[config.mk]
export PLATFORM = sky130hd
export DESIGN_NAME = alert_ctrl
export DESIGN_NICKNAME = d
export VERILOG_FILES = /design/src/rtl/alert_pkg.sv /design/src/rtl/alert_ready_track.sv /design/src/rtl/alert_level_cmp.sv /design/src/rtl/alert_ctrl.sv
export SDC_FILE = /design/constraint.sdc
export NUM_CORES = 1
export LEC_CHECK = 0
export CAP_MARGIN = 20
export CORE_AREA = 4 4 41 43
export DETAILED_ROUTE_END_ITERATION = 10
export DIE_AREA = 0 0 45 47
export DONT_BUFFER_PORTS = 1
export SLEW_MARGIN = 20
export SYNTH_ARGS = -nofsm -noshare
export SYNTH_HDL_FRONTEND = slang
export SYNTH_HIERARCHICAL = 1
export SYNTH_SLANG_ARGS = --single-unit
[constraint.sdc]
create_clock -name clk -period 3.4 [get_ports clk]
set_input_delay 0.34 -clock clk [delete_from_list [all_inputs] [get_ports clk]]
set_output_delay 0.34 -clock clk [all_outputs]
set_load 0.03 [all_outputs]
[src/rtl/alert_pkg.sv]
package alert_pkg;
  typedef enum logic {
    ALERT_ON_READY = 1'b0,
    ALERT_ON_LEVEL = 1'b1
  } alert_mode_e;

  localparam int unsigned WORD_W_DEF = 16;
  localparam int unsigned FRAC_W_DEF = 6;
  localparam int unsigned DROP_W_DEF = 2;
  localparam int unsigned THR_W_DEF  = 7;
endpackage

[src/rtl/alert_ready_track.sv]
module alert_ready_track (
  input  logic clk,
  input  logic rst_n,
  input  logic mode_chg,
  input  logic new_data,
  input  logic read_done,
  output logic pend_next,
  output logic pend
);
  // Priority: a mode switch wipes the state, a new result beats a read.
  always_comb begin
    if (mode_chg)       pend_next = 1'b0;
    else if (new_data)  pend_next = 1'b1;
    else if (read_done) pend_next = 1'b0;
    else                pend_next = pend;
  end

  always_ff @(posedge clk) begin
    if (!rst_n) pend <= 1'b0;
    else        pend <= pend_next;
  end
endmodule

[src/rtl/alert_level_cmp.sv]
module alert_level_cmp #(
  parameter int unsigned WORD_W    = 16,
  parameter int unsigned FRAC_W    = 6,
  parameter int unsigned DROP_W    = 2,
  parameter int unsigned THR_W     = 7,
  parameter bit          SIGN_GATE = 1'b1
) (
  input  logic [WORD_W-1:0] result,
  input  logic [THR_W-1:0]  threshold,
  output logic              exceed
);
  localparam int unsigned LO = FRAC_W + DROP_W;
  localparam int unsigned HI = LO + THR_W - 1;

  logic [THR_W-1:0] field;
  logic             above;

  assign field = result[HI:LO];
  assign above = (field > threshold);

  generate
    if (SIGN_GATE) begin : g_signed
      assign exceed = above & ~result[WORD_W-1];
    end else begin : g_unsigned
      assign exceed = above;
    end
  endgenerate
endmodule

[src/rtl/alert_ctrl.sv]
module alert_ctrl
  import alert_pkg::*;
#(
  parameter int unsigned WORD_W = WORD_W_DEF,
  parameter int unsigned FRAC_W = FRAC_W_DEF,
  parameter int unsigned DROP_W = DROP_W_DEF,
  parameter int unsigned THR_W  = THR_W_DEF
) (
  input  logic              clk,
  input  logic              rst_n,
  input  logic              mode_level,
  input  logic [THR_W-1:0]  threshold,
  input  logic [WORD_W-1:0] result,
  input  logic              new_data,
  input  logic              read_done,
  output logic              pull_low
);
  alert_mode_e mode_now, mode_q;
  logic        mode_chg;
  logic        pend_next, pend;
  logic        exceed;
  logic        drive_q;

  assign mode_now = alert_mode_e'(mode_level);
  assign mode_chg = (mode_now != mode_q);

  always_ff @(posedge clk) begin
    if (!rst_n) mode_q <= ALERT_ON_READY;
    else        mode_q <= mode_now;
  end

  alert_ready_track u_track (
    .clk       (clk),
    .rst_n     (rst_n),
    .mode_chg  (mode_chg),
    .new_data  (new_data),
    .read_done (read_done),
    .pend_next (pend_next),
    .pend      (pend)
  );

  alert_level_cmp #(
    .WORD_W    (WORD_W),
    .FRAC_W    (FRAC_W),
    .DROP_W    (DROP_W),
    .THR_W     (THR_W),
    .SIGN_GATE (1'b1)
  ) u_cmp (
    .result    (result),
    .threshold (threshold),
    .exceed    (exceed)
  );

  always_ff @(posedge clk) begin
    if (!rst_n)                        drive_q <= 1'b0;
    else if (mode_now == ALERT_ON_LEVEL) drive_q <= exceed;
    else                               drive_q <= pend_next;
  end

  assign pull_low = drive_q;
endmodule

==> results of run 1 <==
[cells by family after synthesis]
kind of cell,after synthesis,synth area share (%)
buf+inv,8,9.756
mux,1,3.252
simple gates,9,19.92
compound gates,7,16.26
flops,3,19.51
xor+xnor,1,2.846
fa+ha+maj,7,28.45
[Yosys cell counts (all sizes together)]
cell and n:
a21o 2, a21oi 4, a311oi 1, and2 1, dfxtp 3, ha 7, inv 8, mux2i 1
nand2b 2, nand3 2, nand3b 1, nand4 1, nor2 1, nor2b 1, xor2 1
[area by class of cell]
class                           instances  area, µm²  area share, %
Inverter                                8      30.03          8.511
Tap cell                               15      18.77          5.319
Multi-Input combinational cell         25      217.7          61.70
Sequential cell                         3      60.06          17.02
Clock buffer                            4      26.28          7.447
[worst max-delay path, cell delays in order]
cell and delay, ps:
inv_1 20, ha_1 310, nand4_1 130, a21o_1 180, a311oi_2 200, mux2i_1 100
nor2b_1 100
[stage by stage]
| step | cell area (µm²) | hold slack, ps | utilization (%) | total power [W] | cells |
|---|---|---|---|---|---|
| global placement | 326.6 | 474.2 | 25.10 | 0.00006494 | 51 |
| CTS | 352.8 | 233.0 | 27.12 | 0.0001301 | 55 |
| floorplan | 307.8 | 463.7 | - | 0.00006133 | 36 |
| detailed placement | 326.6 | 478.2 | 25.10 | 0.00006523 | 51 |
| finish | 352.8 | 237.7 | 27.12 | 0.0001270 | 55 |
| global route | 352.8 | 229.8 | 27.12 | 0.0001391 | 55 |
[path summary, 6_finish.rpt]
| kind | start | endpoint | slack (ps) | cells past startpoint |
|---|---|---|---|---|
| min | rst_n | pull_low | 240 | 1 |
| max reg2reg | mode_q | pull_low | 2560 | 4 |
| min reg2reg | u_track/pend | u_track/pend | 490 | 2 |
| max | threshold[6] | pull_low | 2190 | 7 |
[power by group through the flow]
stage	Clock (W)	Combinational (W)	Sequential, W
floorplan	0	0.0000207	0.0000406
global placement	0	0.0000241	0.0000408
detailed placement	0	0.0000244	0.0000409
CTS	0.0000650	0.0000248	0.0000403
global route	0.0000707	0.0000281	0.0000404
finish	0.0000621	0.0000247	0.0000402
[state kept, by name (all words and copies together), names as in the netlist]
name	cells
u_track/pend	1
pull_low	1
mode_q	1
[layer usage]
metal  part of all wire (%)  vias to the layer above
li1                       -                      131
met1                     49                       92
met2                     39                       16
met3                     12                        0
met4                      0                        0
met5                      0                        -
[cells in the final DEF, fill, tap and decap left out]
cell / Yosys / final
nand2b_4: 1 / 1
nand3_1: 2 / 2
nand4_1: 1 / 1
nand2b_1: 1 / 1
a21o_1: 2 / 2
a21oi_1: 4 / 4
and2_2: 1 / 1
mux2i_1: 1 / 1
nor2b_1: 1 / 1
clkbuf_4: 0 / 3
clkbuf_1: 0 / 1
inv_1: 8 / 8
dfxtp_1: 3 / 3
nand3b_1: 1 / 1
nor2_1: 1 / 1
xor2_1: 1 / 1
a311oi_2: 1 / 1
ha_1: 7 / 7
==> metrics.yaml, run 1 <==
global_routing:
  busiest_layer: "met2"
  grt_start_max_net_pins: 4
  grt_pass1_vias: 243
  use_met3_pct: 6.897
  grt_overflow: 0
  met1_usage_pct: 7.710
  grt_antenna_before_repair: 0
  grt_util_all_layers_pct: 6.472
  grt_util_met2_pct: 8.475
  grt_pass1_wl_um: 938
clock_tree:
  cts_made_buffers: 3
  ctsHoldBuffers: 0
  clk_latency_ps: 230
  cts_tree: "done"
  cts_setup_buffers: 0
  root_buffer: "clkbuf_4"
  cts_resized: 0
  htreeDepth: 1
  clock_sinks: 3
  path_clk_slew_ps: 40
  cts_buffer_depth: 2
placement:
  gp_congestion: 0.6254
  place_hpwl_um: 507.6
  place_ws_ps: 1941
  port_buffers: 0
worst_hold_path:
  min_path_type: "input port to flip-flop"
floorplan:
  start_util_pct: 23.65
  io_pins: 29
  dieArea_um2: 2115
  die_h_um: 47
  coreArea_um2: 1301
  fp.dieW_um: 45
  row_count: 13
timing:
  finClkSkew_ps: 1.244
  rsz0062_at_grt: "no"
  max_freq_mhz: 823.5
  setup_viol: 0
  max_slew_margin_pct: 80.46
  drv_slew: 0
  min_period_ps: 1214
  worst_pin_slew_ps: 292.6
  hold_viol_final: 0
  min_period_over_period_pct: 35.71
  fin_ws_ps: 2186
  setup_tns_ps: 0
logic_synthesis:
  avgSynthCellArea_um2: 8.550
  netlist_instances: 36
  yosysTopAreaCell: "ha_1"
  ys_top_cells_by_area: "ha_1 (28%), dfxtp_1 (20%), inv_1 (9.8%)"
  synth.cell_area_um2: 307.8
  seq_area_frac_synth_pct: 19.51
  synth_nets: 71
  synth_cell_types: 16
  ys_seq_elements: 3
  ys.warnings.count: 6
  yosysTopAreaCellShare_pct: 28.46
detailed_routing:
  first_iter_violations: 2
  detail-route-antenna-nets: 0
  vias: 239
  drc: 0
  routed_via_density: 4.345
  dr.pass1.iters: 2
  wl_um: 576
  avgRoutedWirePerCell_um: 10.47
cells_and_area:
  nNetsFinal: 76
  fillers: 142
  syn2layout_area_growth_pct: 14.63
  antenna_cells: 0
  layout-drive-gt1-share_pct: 15.00
power_and_ir_drop:
  pwr-share-clk_pct: 48.9
  seqPwrFrac_pct: 31.7
  p_int_w: 0.00009444
  p_per_area_nw_per_um2: 360.0
  comb_power_share_pct: 19.4
  vdd_drop_max_mv: 0.1492
  p_switching_w: 0.00003257
  p_leak_nw: 0.1858
  netSwitchingFraction_pct: 25.64
setup_path:
  crit_path_max_fanout: 3
  crit_required_ps: 3570
  end_kind: "flip-flop"
  crit_type: "input port to flip-flop"
  cp-start-kind: "input port"
  crit_arrival_ps: 1380
run:
  drv_cap: 0
status:
  status: "completed"
(Power assumes the default switching activity.)
==> run 2: changes to the inputs <==
clock period = 1.11 ns   (was 3.4 ns; I/O delays follow)
==> metrics.yaml, run 2 (same netlist as run 1, synthesis figures left out) <==
clock_tree:
  clock_sinks: 3  # unchanged
  path_clk_slew_ps: 40  # about the same
  htreeDepth: 1  # unchanged
  ctsHoldBuffers: 0  # unchanged
  clk_latency_ps: 230  # about the same
  root_buffer: "clkbuf_4"  # unchanged
  cts_tree: "done"  # unchanged
  cts_made_buffers: 3  # unchanged
  cts_buffer_depth: 2  # unchanged
floorplan:
  row_count: 13  # unchanged
  coreArea_um2: 1301  # unchanged
  die_h_um: 47  # unchanged
  start_util_pct: 23.65  # unchanged
  io_pins: 29  # unchanged
  dieArea_um2: 2115  # unchanged
  fp.dieW_um: 45  # unchanged
power_and_ir_drop:
  seqPwrFrac_pct: 29.5  # was 31.7%
  p_per_area_nw_per_um2: 967.6  # was 360.0 nW/µm²
  p_switching_w: 0.0001061  # was 0.00003257 W
  p_int_w: 0.0003128  # was 0.00009444 W
  p_total_w: 0.0004189  # was 0.0001270 W
  vdd_drop_max_mv: 0.3549  # was 0.1492 mV
  netSwitchingFraction_pct: 25.33  # was 25.64%
  p_leak_nw: 0.1967  # was 0.1858 nW
  comb_power_share_pct: 24.7  # was 19.4%
  pwr-share-clk_pct: 45.8  # was 48.9%
global_routing:
  grt_pass1_wl_um: 979  # was 938 µm
  grt_overflow: 0  # unchanged
  grt_util_all_layers_pct: 6.782  # was 6.472%
  grt_pass1_vias: 245  # was 243
  grt_antenna_before_repair: 0  # unchanged
  grt_start_max_net_pins: 4  # unchanged
cells_and_area:
  final_cell_mix: "inv_1 (4), a21oi_1 (4), ha_4 (4)"  # was inv_1 (8), ha_1 (7), a21oi_1 (4)
  layout-drive-gt1-share_pct: 39.53  # was 15.00%
  nNetsFinal: 79  # was 76
  multi_input_area_um2: 267.8  # was 217.7 µm²
  fin_area_um2: 432.9  # was 352.8 µm²
  syn2layout_area_growth_pct: 40.65  # was 14.63%
  finalNonFillerCells: 58  # was 55
  antenna_cells: 0  # unchanged
  fillers: 139  # was 142
  seqCellArea_um2: 60.06  # unchanged
setup_path:
  end_kind: "flip-flop"  # unchanged
  cp-start-kind: "input port"  # unchanged
  reg2reg_to: "pull_low"  # unchanged
  r2r_start: "mode_q"  # unchanged
  crit_type: "input port to flip-flop"  # unchanged
  r2r_cells: 4  # unchanged
  crit_arrival_ps: 1090  # was 1380 ps
  crit_path_max_fanout: 2  # was 3
  crit_required_ps: 1230  # was 3570 ps
  rrSetupSlack_ps: 280  # was 2560 ps
timing:
  setup_viol: 0  # unchanged
  hold_viol_final: 0  # unchanged
  min_period_over_period_pct: 86.75
  worst_pin_slew_ps: 308.0  # was 292.6 ps
  drv_slew: 0  # unchanged
  finClkSkew_ps: 0.2724  # was 1.244 ps
  min_period_ps: 962.9
  max_slew_margin_pct: 79.44  # was 80.46%
  rsz0062_at_grt: "no"  # unchanged
  max_freq_mhz: 1039
detailed_routing:
  dr.pass1.iters: 4  # was 2
  wl_met3_um: 88  # was 67 µm
  wl_met1_um: 265  # was 281 µm
  vias: 259  # was 239
  detail-route-antenna-nets: 0  # unchanged
  drc: 0  # unchanged
  top_layer_used: "met3"  # unchanged
  avgRoutedWirePerCell_um: 11.00  # was 10.47 µm
  routed_via_density: 4.466  # was 4.345
  wl_um: 638  # was 576 µm
  first_iter_violations: 8  # was 2
  wl_met2_um: 284  # was 227 µm
worst_hold_path:
  hold_path.startpoint: "rst_n"  # unchanged
  min_delay_path_depth: 2  # was 1
  holdPathEnd: "u_track/pend"  # was pull_low
  min_path_type: "input port to flip-flop"  # unchanged
placement:
  placedCellCount: 52  # was 51
  gp_congestion: 0.6151  # was 0.6254
  port_buffers: 0  # unchanged
  placed_cell_area_um2: 334.1  # was 326.6 µm²
status:
  status: "completed"  # unchanged
run:
  drv_cap: 0  # unchanged
[run 2: changes by cell type in the layout (fill, tap and decap cells not counted)]
cell   previous run  this run
ha_1              7         3
ha_4              0         4
inv_1             8         4
buf_4             0         3
inv_4             0         3
inv_2             0         1
[run 2: worst max-delay path by stage]
stage | startpoint | endpoint | slack (ps) | depth (start not counted)
2_1_floorplan | threshold[6] | pull_low | 1 | 7
3_3_place_gp | threshold[5] | pull_low | -100 | 7
3_5_place_dp | threshold[4] | pull_low | -120 | 7
4_1_cts | threshold[4] | pull_low | 130 | 7
5_1_grt | threshold[4] | pull_low | 3 | 7
6_report | threshold[6] | pull_low | 150 | 8
[run 2: final cells by class]
class	count	share of cell area, %
Multi-Input combinational cell	25	61.85
Sequential cell	3	13.87
Inverter	8	8.671
Clock buffer	4	6.069
Timing Repair Buffer	3	5.202
Tap cell	15	4.335
[run 2: power groups by stage]
stage | clock network, W | registers, W | logic [W]
6_report | 0.000192 | 0.000124 | 0.000104
5_1_grt | 0.000212 | 0.000124 | 0.000125
4_1_cts | 0.000201 | 0.000124 | 0.0000794
3_5_place_dp | 0 | 0.000125 | 0.0000789
3_3_place_gp | 0 | 0.000125 | 0.0000783
2_1_floorplan | 0 | 0.000124 | 0.0000634
[run 2: worst max-delay path, cell delays in order]
cell	delay, ps
inv_4	20
ha_4	220
buf_4	120
buf_4	120
a21oi_1	180
a311oi_2	120
mux2i_1	140
nor2b_1	60
[run 2: stage by stage]
| stage | hold slack (ps) | setup slack, ps | setup TNS, ps | utilization [%] |
|---|---|---|---|---|
| CTS | 4.763 | 126.5 | 0 | 27.69 |
| global placement | 247.3 | -97.26 | -97.26 | 25.67 |
| detailed placement | 249.5 | -121.6 | -121.6 | 25.67 |
| floorplan | 239.2 | 1.286 | 0 | - |
| finish | 9.977 | 147.1 | 0 | 33.27 |
| global route | 1.914 | 2.892 | 0 | 33.27 |
[run 2: what timing repair did]
item,in CTS,in global routing
setup buffers,0,2
resized for setup,0,11
endpoints found under the setup margin,0,1
[run 2: per-layer routing]
layer / vias to the layer above / GRT usage (%)
li1: 136 / -
met1: 107 / 7.919
met2: 16 / 8.192
met3: 0 / 6.130
met4: 0 / 3.509
met5: - / 0
